## src/rtl/rcs_pkg.sv

```systemverilog
package rcs_pkg;

  localparam int CAUSE_W = 8;
  localparam int FLAG_W  = 6;

  // Flag positions in the cause byte
  localparam int B_MAN = 5;
  localparam int B_UV  = 4;
  localparam int B_WD  = 3;
  localparam int B_IA  = 2;
  localparam int B_HS  = 1;
  localparam int B_SW  = 0;

  // Request line order on the merged vector
  localparam int N_REQ = 4;
  localparam int L_MAN = 0;
  localparam int L_PF  = 1;
  localparam int L_WD  = 2;
  localparam int L_IF  = 3;

  // One-hot hardware cause, index 3..0 maps to flags 5..2
  localparam int HW_W = 4;

  typedef enum logic [1:0] {
    SQ_IDLE  = 2'd0,
    SQ_HOLD  = 2'd1,
    SQ_WAIT  = 2'd2,
    SQ_PULSE = 2'd3
  } seq_state_t;

endpackage

```

## src/rtl/rcs_sync.sv

```systemverilog
module rcs_sync #(
  parameter int WIDTH  = 4,
  parameter int STAGES = 2
) (
  input  logic             clk,
  input  logic             rst,
  input  logic [WIDTH-1:0] din,
  output logic [WIDTH-1:0] dout
);

  // Idle level of active-low lines is high
  logic [STAGES-1:0][WIDTH-1:0] stg_q;

  always_ff @(posedge clk) begin
    if (rst) begin
      stg_q <= '1;
    end else begin
      stg_q[0] <= din;
      for (int i = 1; i < STAGES; i++) begin
        stg_q[i] <= stg_q[i-1];
      end
    end
  end

  assign dout = stg_q[STAGES-1];

endmodule

```

## src/rtl/rcs_decode.sv

```systemverilog
module rcs_decode
  import rcs_pkg::*;
(
  input  logic             clk,
  input  logic             rst,
  input  logic [N_REQ-1:0] lines_n,
  input  logic             armed,
  output logic             fire,
  output logic [HW_W-1:0]  cause_oh,
  output logic             any_req
);

  logic merged_n;
  logic prev_n_q;

  assign merged_n = &lines_n;
  assign any_req  = ~merged_n;

  always_ff @(posedge clk) begin
    if (rst) prev_n_q <= 1'b1;
    else     prev_n_q <= merged_n;
  end

  // Falling edge of the merged level, only while the sequencer is idle
  assign fire = armed & prev_n_q & ~merged_n;

  // Priority: manual, then power-fail, then watchdog, else illegal fetch
  always_comb begin
    cause_oh = '0;
    if (!lines_n[L_MAN])     cause_oh[3] = 1'b1;
    else if (!lines_n[L_PF]) cause_oh[2] = 1'b1;
    else if (!lines_n[L_WD]) cause_oh[1] = 1'b1;
    else                     cause_oh[0] = 1'b1;
  end

  // a decoded event names exactly one hardware cause
  p_onehot_cause_r2: assert property (@(posedge clk) disable iff (rst)
    fire |-> ($countones(cause_oh) == 1));

endmodule

```

## src/rtl/rcs_seq.sv

```systemverilog
module rcs_seq
  import rcs_pkg::*;
#(
  parameter int DLY_CYC       = 4,
  parameter int PULSE_LEN     = 16,
  parameter int HOLD_ON_PFAIL = 1
) (
  input  logic clk,
  input  logic rst,
  input  logic start,
  input  logic start_hold,
  input  logic pf_ok,
  input  logic req_active,
  output logic core_rst,
  output logic hold_lp,
  output logic busy
);

  localparam int  MAXC    = (DLY_CYC > PULSE_LEN) ? DLY_CYC : PULSE_LEN;
  localparam int  CNT_W   = $clog2(MAXC + 1);
  localparam logic [CNT_W-1:0] DLY_LD = CNT_W'(DLY_CYC - 1);
  localparam logic [CNT_W-1:0] PUL_LD = CNT_W'(PULSE_LEN - 1);
  localparam bit  HOLD_EN = (HOLD_ON_PFAIL != 0);

  seq_state_t       state_q;
  logic [CNT_W-1:0] cnt_q;

  always_ff @(posedge clk) begin
    if (rst) begin
      state_q  <= SQ_IDLE;
      cnt_q    <= '0;
      core_rst <= 1'b0;
      hold_lp  <= 1'b0;
    end else begin
      case (state_q)
        SQ_IDLE: begin
          if (start) begin
            if (start_hold && HOLD_EN) begin
              state_q <= SQ_HOLD;
              hold_lp <= 1'b1;
            end else begin
              state_q <= SQ_WAIT;
              cnt_q   <= DLY_LD;
            end
          end
        end
        SQ_HOLD: begin
          if (pf_ok) begin
            state_q <= SQ_WAIT;
            cnt_q   <= DLY_LD;
            hold_lp <= 1'b0;
          end
        end
        SQ_WAIT: begin
          if (cnt_q == '0) begin
            state_q  <= SQ_PULSE;
            cnt_q    <= PUL_LD;
            core_rst <= 1'b1;
          end else begin
            cnt_q <= cnt_q - 1'b1;
          end
        end
        SQ_PULSE: begin
          if (cnt_q != '0) begin
            cnt_q <= cnt_q - 1'b1;
          end else if (!req_active) begin
            state_q  <= SQ_IDLE;
            core_rst <= 1'b0;
          end
        end
        default: state_q <= SQ_IDLE;
      endcase
    end
  end

  assign busy = (state_q != SQ_IDLE);

  // Checker: width of the current high phase of core_rst, saturating
  localparam int HI_W = $clog2(PULSE_LEN + 1);
  logic [HI_W-1:0] hi_cnt_q;

  always_ff @(posedge clk) begin
    if (rst)                                   hi_cnt_q <= '0;
    else if (!core_rst)                        hi_cnt_q <= '0;
    else if (hi_cnt_q < HI_W'(PULSE_LEN))      hi_cnt_q <= hi_cnt_q + 1'b1;
  end

  // pulse never shorter than PULSE_LEN cycles
  p_min_width_r7: assert property (@(posedge clk) disable iff (rst)
    $fell(core_rst) |-> (hi_cnt_q >= HI_W'(PULSE_LEN)));

  // reset only rises out of the delay phase
  p_rise_after_wait_r6: assert property (@(posedge clk) disable iff (rst)
    $rose(core_rst) |-> ($past(state_q) == SQ_WAIT));

  // hold and reset are never active together
  p_hold_no_rst_r12: assert property (@(posedge clk) disable iff (rst)
    hold_lp |-> !core_rst);

endmodule

```

## src/rtl/rst_cause_seq.sv

```systemverilog
module rst_cause_seq
  import rcs_pkg::*;
#(
  parameter int SYNC_STAGES   = 2,
  parameter int DLY_CYC       = 4,
  parameter int PULSE_LEN     = 16,
  parameter int HOLD_ON_PFAIL = 1
) (
  input  logic               clk,
  input  logic               cold_rst,
  input  logic               man_req_n,
  input  logic               pfail_n,
  input  logic               wdog_n,
  input  logic               fetch_err_n,
  input  logic               bus_we,
  input  logic               bus_addr,
  input  logic [CAUSE_W-1:0] bus_wdata,
  output logic [CAUSE_W-1:0] cause_flags,
  output logic               power_on,
  output logic               core_rst,
  output logic               hold_lp
);

  logic [N_REQ-1:0]  raw_n;
  logic [N_REQ-1:0]  sync_n;
  logic              fire;
  logic [HW_W-1:0]   cause_oh;
  logic              any_req;
  logic              busy;
  logic              sw_hs;
  logic              sw_sw;
  logic              clr_wr;
  logic [FLAG_W-1:0] clr_mask;
  logic [FLAG_W-1:0] set_vec;
  logic [FLAG_W-1:0] cause_q;
  logic              seq_start;
  logic              unused_hi;

  always_comb begin
    raw_n        = '1;
    raw_n[L_MAN] = man_req_n;
    raw_n[L_PF]  = pfail_n;
    raw_n[L_WD]  = wdog_n;
    raw_n[L_IF]  = fetch_err_n;
  end

  rcs_sync #(
    .WIDTH  (N_REQ),
    .STAGES (SYNC_STAGES)
  ) u_sync (
    .clk  (clk),
    .rst  (cold_rst),
    .din  (raw_n),
    .dout (sync_n)
  );

  rcs_decode u_decode (
    .clk      (clk),
    .rst      (cold_rst),
    .lines_n  (sync_n),
    .armed    (~busy),
    .fire     (fire),
    .cause_oh (cause_oh),
    .any_req  (any_req)
  );

  // Register bus decode
  assign sw_hs    = bus_we & bus_addr & bus_wdata[B_HS] & ~cold_rst;
  assign sw_sw    = bus_we & bus_addr & bus_wdata[B_SW] & ~cold_rst;
  assign clr_wr   = bus_we & ~bus_addr;
  assign clr_mask = clr_wr ? bus_wdata[FLAG_W-1:0] : '0;
  assign unused_hi = &{1'b0, bus_wdata[CAUSE_W-1:FLAG_W]};

  assign set_vec = {(fire ? cause_oh : {HW_W{1'b0}}), sw_hs, sw_sw};

  // Sticky flags: set beats clear, only cold reset wipes them
  always_ff @(posedge clk) begin
    if (cold_rst) cause_q <= '0;
    else          cause_q <= (cause_q & ~clr_mask) | set_vec;
  end

  assign cause_flags = {{(CAUSE_W-FLAG_W){1'b0}}, cause_q};
  assign power_on    = ~|cause_q;

  assign seq_start = fire | (sw_hs & ~busy);

  rcs_seq #(
    .DLY_CYC       (DLY_CYC),
    .PULSE_LEN     (PULSE_LEN),
    .HOLD_ON_PFAIL (HOLD_ON_PFAIL)
  ) u_seq (
    .clk        (clk),
    .rst        (cold_rst),
    .start      (seq_start),
    .start_hold (fire & cause_oh[2]),
    .pf_ok      (sync_n[L_PF]),
    .req_active (any_req),
    .core_rst   (core_rst),
    .hold_lp    (hold_lp),
    .busy       (busy)
  );

  // anything being set is present on the next cycle, clear or not
  p_set_wins_r10: assert property (@(posedge clk) disable iff (cold_rst)
    (|set_vec) |=> ((cause_q & $past(set_vec)) == $past(set_vec)));

  // during a running sequence the hardware flags only change by a clear
  p_busy_hw_stable_r9: assert property (@(posedge clk) disable iff (cold_rst)
    (busy && !clr_wr) |=> $stable(cause_q[B_MAN:B_IA]));

endmodule

```

## config.mk

```make
export PLATFORM = sky130hd
export DESIGN_NAME = rst_cause_seq
export DESIGN_NICKNAME = d
export VERILOG_FILES = /design/src/rtl/rcs_pkg.sv /design/src/rtl/rcs_sync.sv /design/src/rtl/rcs_decode.sv /design/src/rtl/rcs_seq.sv /design/src/rtl/rst_cause_seq.sv
export SDC_FILE = /design/constraint.sdc
export NUM_CORES = 1
export LEC_CHECK = 0
export BUFFER_PORTS_ARGS = -buffer_cell sky130_fd_sc_hd__buf_2
export CAP_MARGIN = 0
export CORE_UTILIZATION = 52
export DETAILED_ROUTE_END_ITERATION = 10
export PLACE_DENSITY_LB_ADDON = 0.08
export SLEW_MARGIN = 20
export SYNTH_ARGS = -nofsm -noshare
export SYNTH_HDL_FRONTEND = slang
export SYNTH_SLANG_ARGS = --single-unit
```

## constraint.sdc

```tcl
create_clock -name clk -period 2.5 [get_ports clk]
set_input_delay 0.25 -clock clk [delete_from_list [all_inputs] [get_ports clk]]
set_output_delay 0.25 -clock clk [all_outputs]
set_load 0.005 [all_outputs]
```

==> results by stage, run 1 <==
Hold path:
- The number of stages on the worst hold path is 2.
- The path type of the worst min-delay path is input port to flip-flop.

Synth:
- During synthesis, Yosys emitted a total of 0 warnings.
- After synthesis the cells add up to between 1000 and 1500 um^2.
- Among all flip-flop cells after synthesis, the most frequent one is dfxtp_1.
- Counting every instance in the synthesized netlist gives about 130.
- For this run, asynchronously set or reset flops after synthesis account for 0.
- The share of the Yosys chip area taken by registers is 0.400.
- The number of enable-type register cells in the synthesized netlist is 0.
- The count of different cell masters after synthesis is 40.
- Each instance of the synthesized netlist takes up on average around 9 um^2.
- The synthesized flop and latch total is 24.

Timing:
- Setup violations remaining at the end of the flow were counted as 0.
- The shortest period the worst path allows is around 2.1 ns.
- The max-slew violation count came to 0.
- The number of failing hold endpoints at the final stage came to 0.
- The aggregate negative setup slack is 0 ns.
- The final worst-path cycle share is 0.845.
- Setup repair after global routing left no endpoint under its margin.
- The worst clock skew is between 0.003 and 0.004 ns.
- For this run, the top clock speed supported by timing is 0.473 GHz.

Floorplan:
- The total die area is approximately 2500 um^2.
- The region available for standard cell placement spans 2190 um^2.
- 27 I/O pins were placed.
- The die is between 50 and 60 um tall.
- For this configuration, the core starts out at a cell density of 0.548.
- The die is between 50 and 60 um wide.
- The row count is 17.

Clock tree:
- After clock tree synthesis, the clock-pin slew on the worst setup and hold paths is about 0.13 ns.
- The number of buffers added to fix hold violations after cts is 0.
- Post-CTS timing repair inserted 0 buffers for setup.
- The number of sinks driven by the clock tree is 24.
- In this run the number of H-tree levels came out at 1.
- The cell chosen for the clock root is clkbuf_4.
- Buffers inserted during clock tree synthesis total 3.
- The post-cts gate resize count is 0.
- The clock latency at the later pin of the worst-skew pair is about 0.31 ns.
- The maximum root-to-sink buffer count is 2.
- TritonCTS built the clock tree.

Setup path:
- Walking the worst path, the cells encountered are inv_1 > ha_1 > and4b_1 > a211oi_2 > o211ai_1 > a32o_1.
- The delay of the slowest cell on the worst path is around 0.46 ns.
- STA puts the critical path data required time at between 2 and 3 ns.
- The worst setup path is launched from a flip-flop.
- Along the worst path, the maximum fanout reaches 7.
- For the worst flop-to-flop path, the logic depth is 6.
- The start-to-end type of the worst setup path is flip-flop to flip-flop.
- The worst setup path is captured at a flip-flop.
- Data on the critical path arrives at its endpoint at between 2 and 2.5 ns.
- For this design, the slowest cell found on the critical path is a211oi_2.

Final layout:
- The number of antenna repair diodes is 0.
- Leaving out fill and tap cells, the most frequent cell in the layout is dfxtp_1.
- Leaving out fill and tap cells, the most frequent cells in the layout are dfxtp_1 (24), buf_2 (22), nand2_1 (15).
- The post-route non-filler standard cell count is 183.
- In the final layout, the share of cells above drive strength 1 is 0.277.
- The number of nets in the layout is 179.
- The area growth from synthesis to final layout is 14.5%.

Detailed routing:
- The residual antenna-violating net count after detailed routing is 0.
- The routed design has roughly 2.3 mm of wire.
- The average via count per standard cell is around 5.5.
- The residual DRC count is 0.
- The first-pass iteration count of the detailed router is 4.
- Dividing the detail-routed wire length by the instance count gives around 12 um.
- The total via count after detailed routing is about 1,000.
- For this block, the initial DRC count from the detailed router was 10.

Pwr:
- The static leakage is between 0.6 and 0.7 nW.
- In this run the power density over the cells is around 920 nW/um^2.
- VDD sags by at most between 400 and 500 uV.

Global route:
- The number of global-route vias before repair was 919.
- The pin count of the biggest net entering global routing is 26.
- The first-pass GRT wire length is 3.91 mm.
- The most used routing layer in global routing is met2.
- The global routing met1 resource utilization is 0.256.
- The initial antenna violation count is 0.
- The met3 capacity usage during global routing is 0.0401.
- In the global route stage, overall resource usage came out at 0.208.
- The remaining global-route overflow is 0.
- For this run, global-route usage on met2 was measured as 0.338.

Placement:
- The placed cell count is 179.
- The detailed placer's ending HPWL is 1.72 mm.
- The count of input and output buffers is 22.
- The routability-driven placement congestion ratio is between 0.7 and 0.8.

Flow run:
- The tool flagged a number of max-cap violations equal to 0.

Outcome:
- The flow ran to the end, and the final reports show no timing, DRC or antenna violations.
==> sequential cells by signal, summed over array words and instances, names as in the netlist <==
register	cells
cause_q	6
u_seq.core_rst	1
u_decode.prev_n_q	1
u_seq.state_q	2
u_seq.cnt_q	5
u_sync.dout	4
u_sync.stg_q	4
u_seq.hold_lp	1
==> critical path, delay by kind of cell, from the launching register on <==
family | cells | cell delay, ns
compound gates | 3 | 0.94
flops | 1 | 0.39
fa+ha+maj | 1 | 0.29
simple gates | 1 | 0.28
buf+inv | 1 | 0.10
==> area by class of cell <==
class                   instances  area, um^2
clock buffers                   3        22.5
clock inverters                 1        30.0
fillers                       196         817
inverters                       6        22.5
multi-input cells              99         673
flip-flops and latches         24         480
well taps                      28        35.0
repair buffers                 22         110
==> cells by family after synthesis <==
logic type,after synthesis,synth area share
AOI/OAI and AO/OA,33,0.191
adders and majority gates,7,0.0730
buffers and inverters,11,0.0417
DFF,24,0.400
muxes,2,0.0209
other,1,0.00313
and+or+nand+nor,55,0.270
==> worst paths after layout <==
| check | from | to | slack [ns] |
|---|---|---|---|
| setup / recovery | u_seq.state_q[0] | u_seq.cnt_q[2] | 0.39 |
| hold / removal | man_req_n | u_sync.stg_q[0] | 0.10 |
| setup reg to reg | u_seq.state_q[0] | u_seq.cnt_q[2] | 0.39 |
| hold reg to reg | u_sync.stg_q[3] | u_sync.dout[3] | 0.43 |
==> Yosys cell counts, drive strengths merged (2+ instances only) <==
cell / n / area (um^2)
a211oi: 5 / 47.5
dfxtp: 24 / 480
clkbuf: 3 / 12.5
nor3: 2 / 10.0
o211ai: 4 / 35.0
nand4: 2 / 12.5
buf: 2 / 15.0
nor2b: 3 / 18.8
nand2: 15 / 56.3
o21ai: 2 / 10.0
nor2: 9 / 33.8
inv: 6 / 22.5
a21oi: 15 / 78.8
or2: 8 / 50.1
a32o: 2 / 20.0
nand3: 2 / 10.0
ha: 7 / 87.6
a21o: 2 / 15.0
nor3b: 3 / 22.5
==> stage by stage <==
stage               worst slack [ns]  power (mW)  area (um^2)  hold WS, ns   util
floorplan                      0.737       0.879         1200        0.354      -
CTS                            0.376        1.27         1370       0.0944  0.627
finish                         0.388        1.27         1370        0.104  0.627
detailed placement             0.405       0.994         1320        0.399  0.603
global route                   0.256        1.36         1370       0.0831  0.627
global placement               0.535       0.975         1320        0.393  0.603
==> report_power, final <==
group          internal, mW  total [mW]  switching, mW  leakage, nW
logic                 0.234       0.487          0.253        0.380
registers             0.441       0.501         0.0603        0.198
clock network         0.162       0.278          0.115       0.0279
==> routing by layer <==
layer	wire length (um)	up-vias	share of wire
met5	0	-	0
met4	37	0	0.016
met3	94	4	0.041
met2	1040	27	0.46
met1	1110	456	0.49
li1	-	512	-
(Power assumes the default switching activity.)
==> run 2: changes to the inputs <==
--- a/config.mk
+++ b/config.mk
@@ -5,9 +5,10 @@
 export SDC_FILE = /design/constraint.sdc
 export NUM_CORES = 1
 export LEC_CHECK = 0
+export ABC_AREA = 1
 export BUFFER_PORTS_ARGS = -buffer_cell sky130_fd_sc_hd__buf_2
 export CAP_MARGIN = 0
-export CORE_UTILIZATION = 52
+export CORE_UTILIZATION = 48
 export DETAILED_ROUTE_END_ITERATION = 10
 export PLACE_DENSITY_LB_ADDON = 0.08
 export SLEW_MARGIN = 20
==> constraint.sdc (replaced) <==
create_clock -name clk -period 1.84 [get_ports clk]
set_input_delay 0.184 -clock clk [delete_from_list [all_inputs] [get_ports clk]]
set_output_delay 0.184 -clock clk [all_outputs]
set_load 0.005 [all_outputs]
==> results by stage, run 2 <==
Clock tree:
- The clock slew at the register clock pins of the worst setup and hold paths is approximately 0.14 ns.
- The clock tree from TritonCTS is yes.
- The tree is rooted in a clkbuf_4.
- CTS built an H-tree with a depth of 1.
- The number of sinks driven by the clock tree is 24.
- The number of buffers added by the clock tree synthesis step is 3.
- The post-cts gate resize count is 0.
- Post-CTS timing repair inserted 0 buffers for setup.
- The number of buffers added to fix hold violations after cts is 0.
- The clock reaches the later pin of the worst-skew pair after roughly 0.32 ns.
- The maximum root-to-sink buffer count is 2.

Synth:
- For this run, the register share of the synthesized area comes to 0.371.
- The synthesized design spends more area on one cell type than any other, namely dfxtp_1.
- The post-synthesis cell count is about 170.
- After synthesis the cells add up to around 1300 um^2.
- The most used flip-flop cell after synthesis is dfxtp_1.
- Synthesis inferred 24 register bits.
- The portion of synthesized cell area occupied by the leading cell type is 0.371.
- After synthesis, the share of flip-flops with an asynchronous set or reset is 0.
- In the post-synthesis netlist, the cell with the most instances is nand2_1.
- The Yosys step of the flow raised 0 warnings.
- The number of different library cells used by synthesis comes to 33.
- In this run, synthesis inferred 0 flip-flops with an integrated enable.
- The commonest cells after synthesis are nand2_1 (45), dfxtp_1 (24), inv_1 (14), nand3_1 (9), nor2_1 (9).
- Yosys attributes the largest share of cell area to dfxtp_1 (37%), nand2_1 (13%), ha_1 (6.8%), inv_1 (4.1%), or2_2 (3.9%).
- The mean instance size in the synthesized netlist is 7.70 um^2.

Global route:
- The remaining global-route overflow is 0.
- The first-pass GRT wire length is roughly 4 mm.
- The number of global-route vias before repair is 927.
- The initial antenna violation count is 0.
- For this run, the total global-route usage over all layers was measured as 0.195.
- Entering global routing, the biggest net connects 20 pins.

Final layout:
- Leaving out fill and tap cells, the most frequent cells in the layout are nand2_1 (45), dfxtp_1 (24), buf_2 (22).
- Of the cells placed in the final design, the portion with a size suffix greater than 1 is 0.313.
- Counting flops per register, the top entry is cause_q.
- The flip-flop count of the largest register, all copies and words added is 6.
- The final cell utilization of the core is 0.588.
- The final-layout fill cell count is between 200 and 300.
- The area occupied by multi-input gates is 714 um^2.
- From synthesis to final layout, the design area changed by 14.7%.
- The number of antenna repair diodes is 0.
- The library cell used most frequently in the layout, excluding fill and tap cells, is nand2_1.
- The largest registers in the layout are cause_q (6), u_seq.cnt_q (5).
- For this run, the post-layout net count is approximately 220.
- Registers take between 400 and 500 um^2.

Setup path:
- In this run the register-to-register setup slack is about 0.24 ns.
- At the worst endpoint, the arrival time is 1.46 ns.
- STA classifies the critical path endpoint as an output port.
- The number of cells traversed by the worst register-to-register path is 9.
- The setup path with the least slack is of type flip-flop to output port.
- In this design, the stage delay of the slowest critical-path cell is between 0.5 and 0.6 ns.
- The peak fanout along the critical path is 3.
- At the worst endpoint, the required time is approximately 1.7 ns.
- The startpoint identified for the worst register-to-register timing path is u_seq.state_q[0].
- The sort of element at the start of the critical path is a flip-flop.
- The worst-path cell with the longest stage delay is or4_1.
- Broken down by cell family, the worst path's largest delay share belongs to simple AND/OR/NAND/NOR gates.
- The endpoint identified for the worst register-to-register timing path is u_seq.cnt_q[4].
- The signal on the critical path passes through or4_1 > nor3_1 > buf_2.
- The worst path buffer plus inverter count is 1.

Hold path:
- The number of stages on the worst hold path is 2.
- The tightest min-delay check is of the input port to flip-flop type.
- The sink of the worst hold path is u_sync.stg_q[1].
- The origin of the worst min-delay path is pfail_n.

Pwr:
- The static leakage is between 0.7 and 0.8 nW.
- The largest vdd supply drop is around 640 uV.
- The total power divided by cell area is approximately 1400 nW/um^2.

Timing:
- The number of failing hold endpoints at the final stage is 0.
- Setup violations remaining at the end of the flow were counted as 0.
- Setup repair after global routing left no endpoint under its margin.
- The aggregate negative setup slack is 0 ns.
- The achievable clock frequency is a little over 0.6 GHz.
- Of the available clock period, the critical path in the final layout requires 0.895.
- After layout, the worst setup slack is 0.193 ns.
- The worst clock skew is around 0.0033 ns.
- The shortest period the worst path allows is about 1.6 ns.
- The max-slew violation count is 0.

Flow run:
- The max-capacitance violation count is 0.

Floorplan:
- After floorplanning, the core was divided into 18 placement rows.
- For this design the top-level I/O count stands at 27.
- The horizontal die dimension is 53.9 um.
- The area of the core is approximately 2500 um^2.
- The die span in y is between 50 and 60 um.
- The die covers ~2900 um^2.
- The initial utilization of the core area, before any placement, comes to 0.513.

Detailed routing:
- The first-pass iteration count of the detailed router is 4.
- The detailed-route wire length is around 2.5 mm.
- In the routed layout, each cell is associated on average with a via count of a little under 5.
- The per-cell routed wire length is between 10 and 15 um.
- The residual antenna-violating net count after detailed routing is 0.
- The residual DRC count is 0.
- The total via count after detailed routing is about 1,100.
- In this run, the number of DRC markers left after iteration 0 of detailed routing was 16.

Placement:
- The count of buffers added on input and output ports is 22.
- Summed over all nets, the half-perimeter wirelength after detailed placement is 1.88 mm.
- The worst setup slack before clock tree synthesis is about 0.26 ns.
- At the end of routability-driven placement, the weighted congestion stood at between 0.7 and 0.8.

Outcome:
- The run finished with clean final reports.
## run 2: area by class of cell
type                            count  area share
Inverter                           19      0.0481
Sequential cell                    24       0.324
Timing Repair Buffer               24      0.0860
Clock buffer                        3      0.0152
Clock inverter                      1      0.0202
Tap cell                           30      0.0253
Multi-Input combinational cell    121       0.481
## run 2: cell families (layout without fill, tap and decap cells)
family	after synthesis	in the layout	share of synthesized area
xor gates and xnor gates	1	1	0.00677
muxes	1	1	0.00774
DFF	24	24	0.371
other	1	2	0.00290
and+or+nand+nor	95	95	0.392
adders and majority gates	7	7	0.0677
AOI/OAI and AO/OA	15	15	0.0725
buffers and inverters	24	47	0.0793
## run 2: worst reg2reg max path: stages (launching register included)
cell      delay [ns]
dfxtp_1         0.42
inv_1           0.10
ha_1            0.27
nand2_1         0.09
clkinv_1        0.09
nand2_1         0.13
nand2_4         0.09
nand3_2         0.13
nand2_1         0.08
a21oi_2         0.14
## run 2: worst max path at each step
stage	startpoint	to	slack, ns	cells after the start
floorplan	u_seq.state_q[0]	u_seq.state_q[0]	0.45	10
global placement	u_seq.state_q[0]	u_seq.cnt_q[2]	0.30	11
detailed placement	u_seq.state_q[0]	u_seq.cnt_q[4]	0.26	9
CTS	cause_q[2]	power_on	0.18	3
global route	cause_q[2]	power_on	0.12	3
finish	cause_q[2]	power_on	0.19	3
## run 2: per-layer routing
layer | vias to the layer above | share of wire | track usage
met5 | - | 0 | 0
met4 | 0 | 0.011 | 0.0921
met1 | 498 | 0.47 | 0.244
met2 | 21 | 0.48 | 0.321
li1 | 573 | - | -
met3 | 4 | 0.030 | 0.0339
## run 2: metrics by stage
step / instances / instance area, um^2 / hold WS (ns) / total power, mW
after floorplan: 169 / 1300 / 0.288 / 1.52
after global placement: 217 / 1420 / 0.366 / 1.69
after detailed placement: 217 / 1420 / 0.368 / 1.72
after CTS: 221 / 1470 / 0.0214 / 2.12
after global routing: 222 / 1480 / 0.00254 / 2.30
final: 222 / 1480 / 0.0323 / 2.10
## run 2: power by group
part / internal [mW] / switching [mW]
registers: 0.618 / 0.0773
clock network: 0.220 / 0.165
logic: 0.384 / 0.634
total: 1.22 / 0.877
==> run 3: changes to the inputs <==
--- a/config.mk
+++ b/config.mk
@@ -8,7 +8,7 @@
 export ABC_AREA = 1
 export BUFFER_PORTS_ARGS = -buffer_cell sky130_fd_sc_hd__buf_2
 export CAP_MARGIN = 0
-export CORE_UTILIZATION = 48
+export CORE_UTILIZATION = 55
 export DETAILED_ROUTE_END_ITERATION = 10
 export PLACE_DENSITY_LB_ADDON = 0.08
 export SLEW_MARGIN = 20
==> constraint.sdc (replaced) <==
create_clock -name clk -period 2.1 [get_ports clk]
set_input_delay 0.21 -clock clk [delete_from_list [all_inputs] [get_ports clk]]
set_output_delay 0.21 -clock clk [all_outputs]
set_load 0.005 [all_outputs]
==> results by stage, run 3 (synthesized netlist as in run 2, its figures left out) <==
Floorplan:
- The total die area is 2550 um^2.
- The starting density of the core is 0.585.
- The horizontal die dimension is 50.5 um.
- The row count is 17.
- The die span in y is just over 50 um.
- The area of the core is between 2000 and 2500 um^2.
- The I/O pin total is 27.

Timing:
- The smallest clock period supported by the final layout is computed as ~1.7 ns.
- The worst clock skew is roughly 0.012 ns.
- The max-slew violation count was 0.
- Once routing completed, OpenROAD measured the worst setup slack at around 0.44 ns.
- Setup repair after global routing left no endpoint under its margin.
- Dividing the final minimum period by the clock period gives 0.793.
- Summed over all failing endpoints, the final setup total negative slack is 0 ns.
- Setup violations remaining at the end of the flow were counted as 0.
- The number of failing hold endpoints at the final stage came to 0.
- Static timing analysis puts the maximum clock frequency at approximately 0.60 GHz.

Setup path:
- The worst setup path is captured at an output port.
- The critical path runs through a total of 3 cells.
- Together, buffers and inverters on the worst path number 1.
- The critical path is of the flip-flop to output port type.
- The worst register-to-register path begins at u_seq.state_q[0].
- Counting cells, the worst reg-to-reg path comes to 9.
- The family with the most delay on the worst path is simple AND/OR/NAND/NOR gates.
- The capture instance of the worst register-to-register path is u_seq.cnt_q[1].
- The data required time at the worst endpoint is approximately 1.9 ns.
- In this run the worst path has a maximum fanout of 3.
- Among all stages on the critical path, the largest delay is contributed by or4_1.
- In this run the register-to-register setup slack is 0.50 ns.
- The signal on the critical path passes through or4_1 > nor3_1 > buf_2.
- The delay of the slowest cell on the worst path is about 0.52 ns.
- STA classifies the critical path startpoint as a flip-flop.
- STA puts the critical path data arrival time at 1.45 ns.

Clock tree:
- The number of hold buffers added after CTS was 0.
- The clock latency at the later pin of the worst-skew pair is roughly 0.32 ns.
- The clock tree from TritonCTS is yes.
- The clock passes through at most 2 buffers.
- The post-cts gate resize count is 0.
- The cell sitting at the root of the clock tree is a clkbuf_4.
- The clock slew at the register clock pins of the worst setup and hold paths is about 0.14 ns.
- CTS built an H-tree with a depth of 1.
- The number of sinks driven by the clock tree is 24.
- Post-CTS timing repair inserted 0 buffers for setup.
- The number of buffers added by the clock tree synthesis step is 3.

Detailed routing:
- The per-cell routed wire length is 10.6 um.
- In the routed layout, each cell is associated on average with a via count of about 5.0.
- The initial DRC count is 12.
- The first detailed-routing pass took 4 iterations.
- The detailed router placed approximately 1,100 vias in this run.
- The residual antenna-violating net count after detailed routing is 0.
- The residual DRC count is 0.
- The detailed-route wire length is around 2.3 mm.

Final layout:
- The number of nets in the layout is 215.
- The finished cells cover about 1500 um^2.
- Leaving out fill and tap cells, the most frequent cell in the layout is nand2_1.
- The area growth from synthesis to final layout is 13.7%.
- The top cell types in the final layout, fill and taps aside, are nand2_1 (45), dfxtp_1 (24), buf_2 (22).
- The post-route non-filler standard cell count is 219.
- The number of antenna repair diodes is 0.
- The register with the most flip-flops in the final layout is cause_q.
- Of the cells placed in the final design, the portion with a size suffix greater than 1 is 0.314.
- The flip-flop count of the largest register, all copies and words added is 6.
- The largest registers in the layout are cause_q (6), u_seq.cnt_q (5).

Pwr:
- The total power of the final layout is approximately 1.8 mW.
- The worst-case IR drop observed on VDD is ~740 uV.
- For this design the total switching power over the nets is ~0.76 mW.
- Of the total power, registers draw 0.336.
- The static leakage is approximately 0.72 nW.
- The clock network power share is 0.181.
- The total power divided by cell area is about 1200 nW/um^2.
- The net switching fraction of the power is 0.415.
- The internal portion of total power is 1.07 mW.
- The combinational cell fraction of total power is 0.483.

Hold path:
- The sink of the worst hold path is u_sync.stg_q[0].
- The origin of the worst min-delay path is man_req_n.
- The tightest min-delay check is of the input port to flip-flop type.
- The number of stages on the worst hold path is 2.

Global route:
- The first global-routing pass estimated ~4.0 mm of wire.
- The initial antenna violation count is 0.
- Summed over all layers, the global routing overflow is 0.
- The number of global-route vias before repair is 1,017.
- The overall global routing resource usage is 0.207.
- Entering global routing, the biggest net connects 20 pins.

Placement:
- The detailed placer's ending HPWL is 1.83 mm.
- Including well taps, the total number of placed cells is around 220.
- The count of buffers added on input and output ports is 22.
- Once placement finished, the instance area stood at 1420 um^2.
- Prior to clock tree synthesis, the placed netlist has a worst setup slack of about 0.55 ns.
- At the end of routability-driven placement, the weighted congestion stood at approximately 0.8.

Flow run:
- The max-capacitance violation count is 0.

Outcome:
- The run finished with clean final reports.
==> run 3: power groups by stage <==
stage / logic (mW) / registers (mW) / clock network, mW
floorplan: 0.726 / 0.608 / 0
global placement: 0.858 / 0.616 / 0
detailed placement: 0.884 / 0.622 / 0
CTS: 0.890 / 0.611 / 0.344
global route: 1.00 / 0.623 / 0.354
finish: 0.882 / 0.613 / 0.330
==> run 3: how the worst max path moves through the flow <==
stage                      from                to  slack [ns]
2_1_floorplan  u_seq.state_q[0]  u_seq.state_q[0]        0.71
3_3_place_gp   u_seq.state_q[0]    u_seq.cnt_q[2]        0.58
3_5_place_dp   u_seq.state_q[0]    u_seq.cnt_q[2]        0.55
4_1_cts              cause_q[2]          power_on        0.41
5_1_grt              cause_q[2]          power_on        0.33
6_report             cause_q[2]          power_on        0.44
==> run 3: worst register-to-register path, cell delays in order (launching register included) <==
cell,delay (ns)
dfxtp_1,0.43
inv_1,0.11
ha_1,0.28
nand2_1,0.09
clkinv_1,0.09
nand2_1,0.13
nand2_4,0.08
nand3_2,0.12
nand2_1,0.07
a21oi_2,0.13
==> run 3: area by class of cell <==
type / instances / area [um^2]
clock inverter: 1 / 30.0
sequential: 24 / 480
inverter: 19 / 71.3
clock buffer: 3 / 22.5
multi-input combinational: 121 / 714
timing repair buffer: 23 / 118
fill: 214 / 741
tap: 28 / 35.0
==> run 3: layer usage <==
layer / global-route usage / wire length, um / vias up
li1: - / - / 576
met1: 0.222 / 1030 / 491
met2: 0.387 / 1180 / 18
met3: 0.0212 / 54 / 4
met4: 0.116 / 47 / 0
met5: 0 / 0 / -
==> run 3: metrics by stage <==
step	utilization	hold slack (ns)
after floorplan	-	0.314
after global placement	0.641	0.392
after detailed placement	0.641	0.395
after CTS	0.665	0.0573
after global routing	0.665	0.0533
final	0.665	0.0721
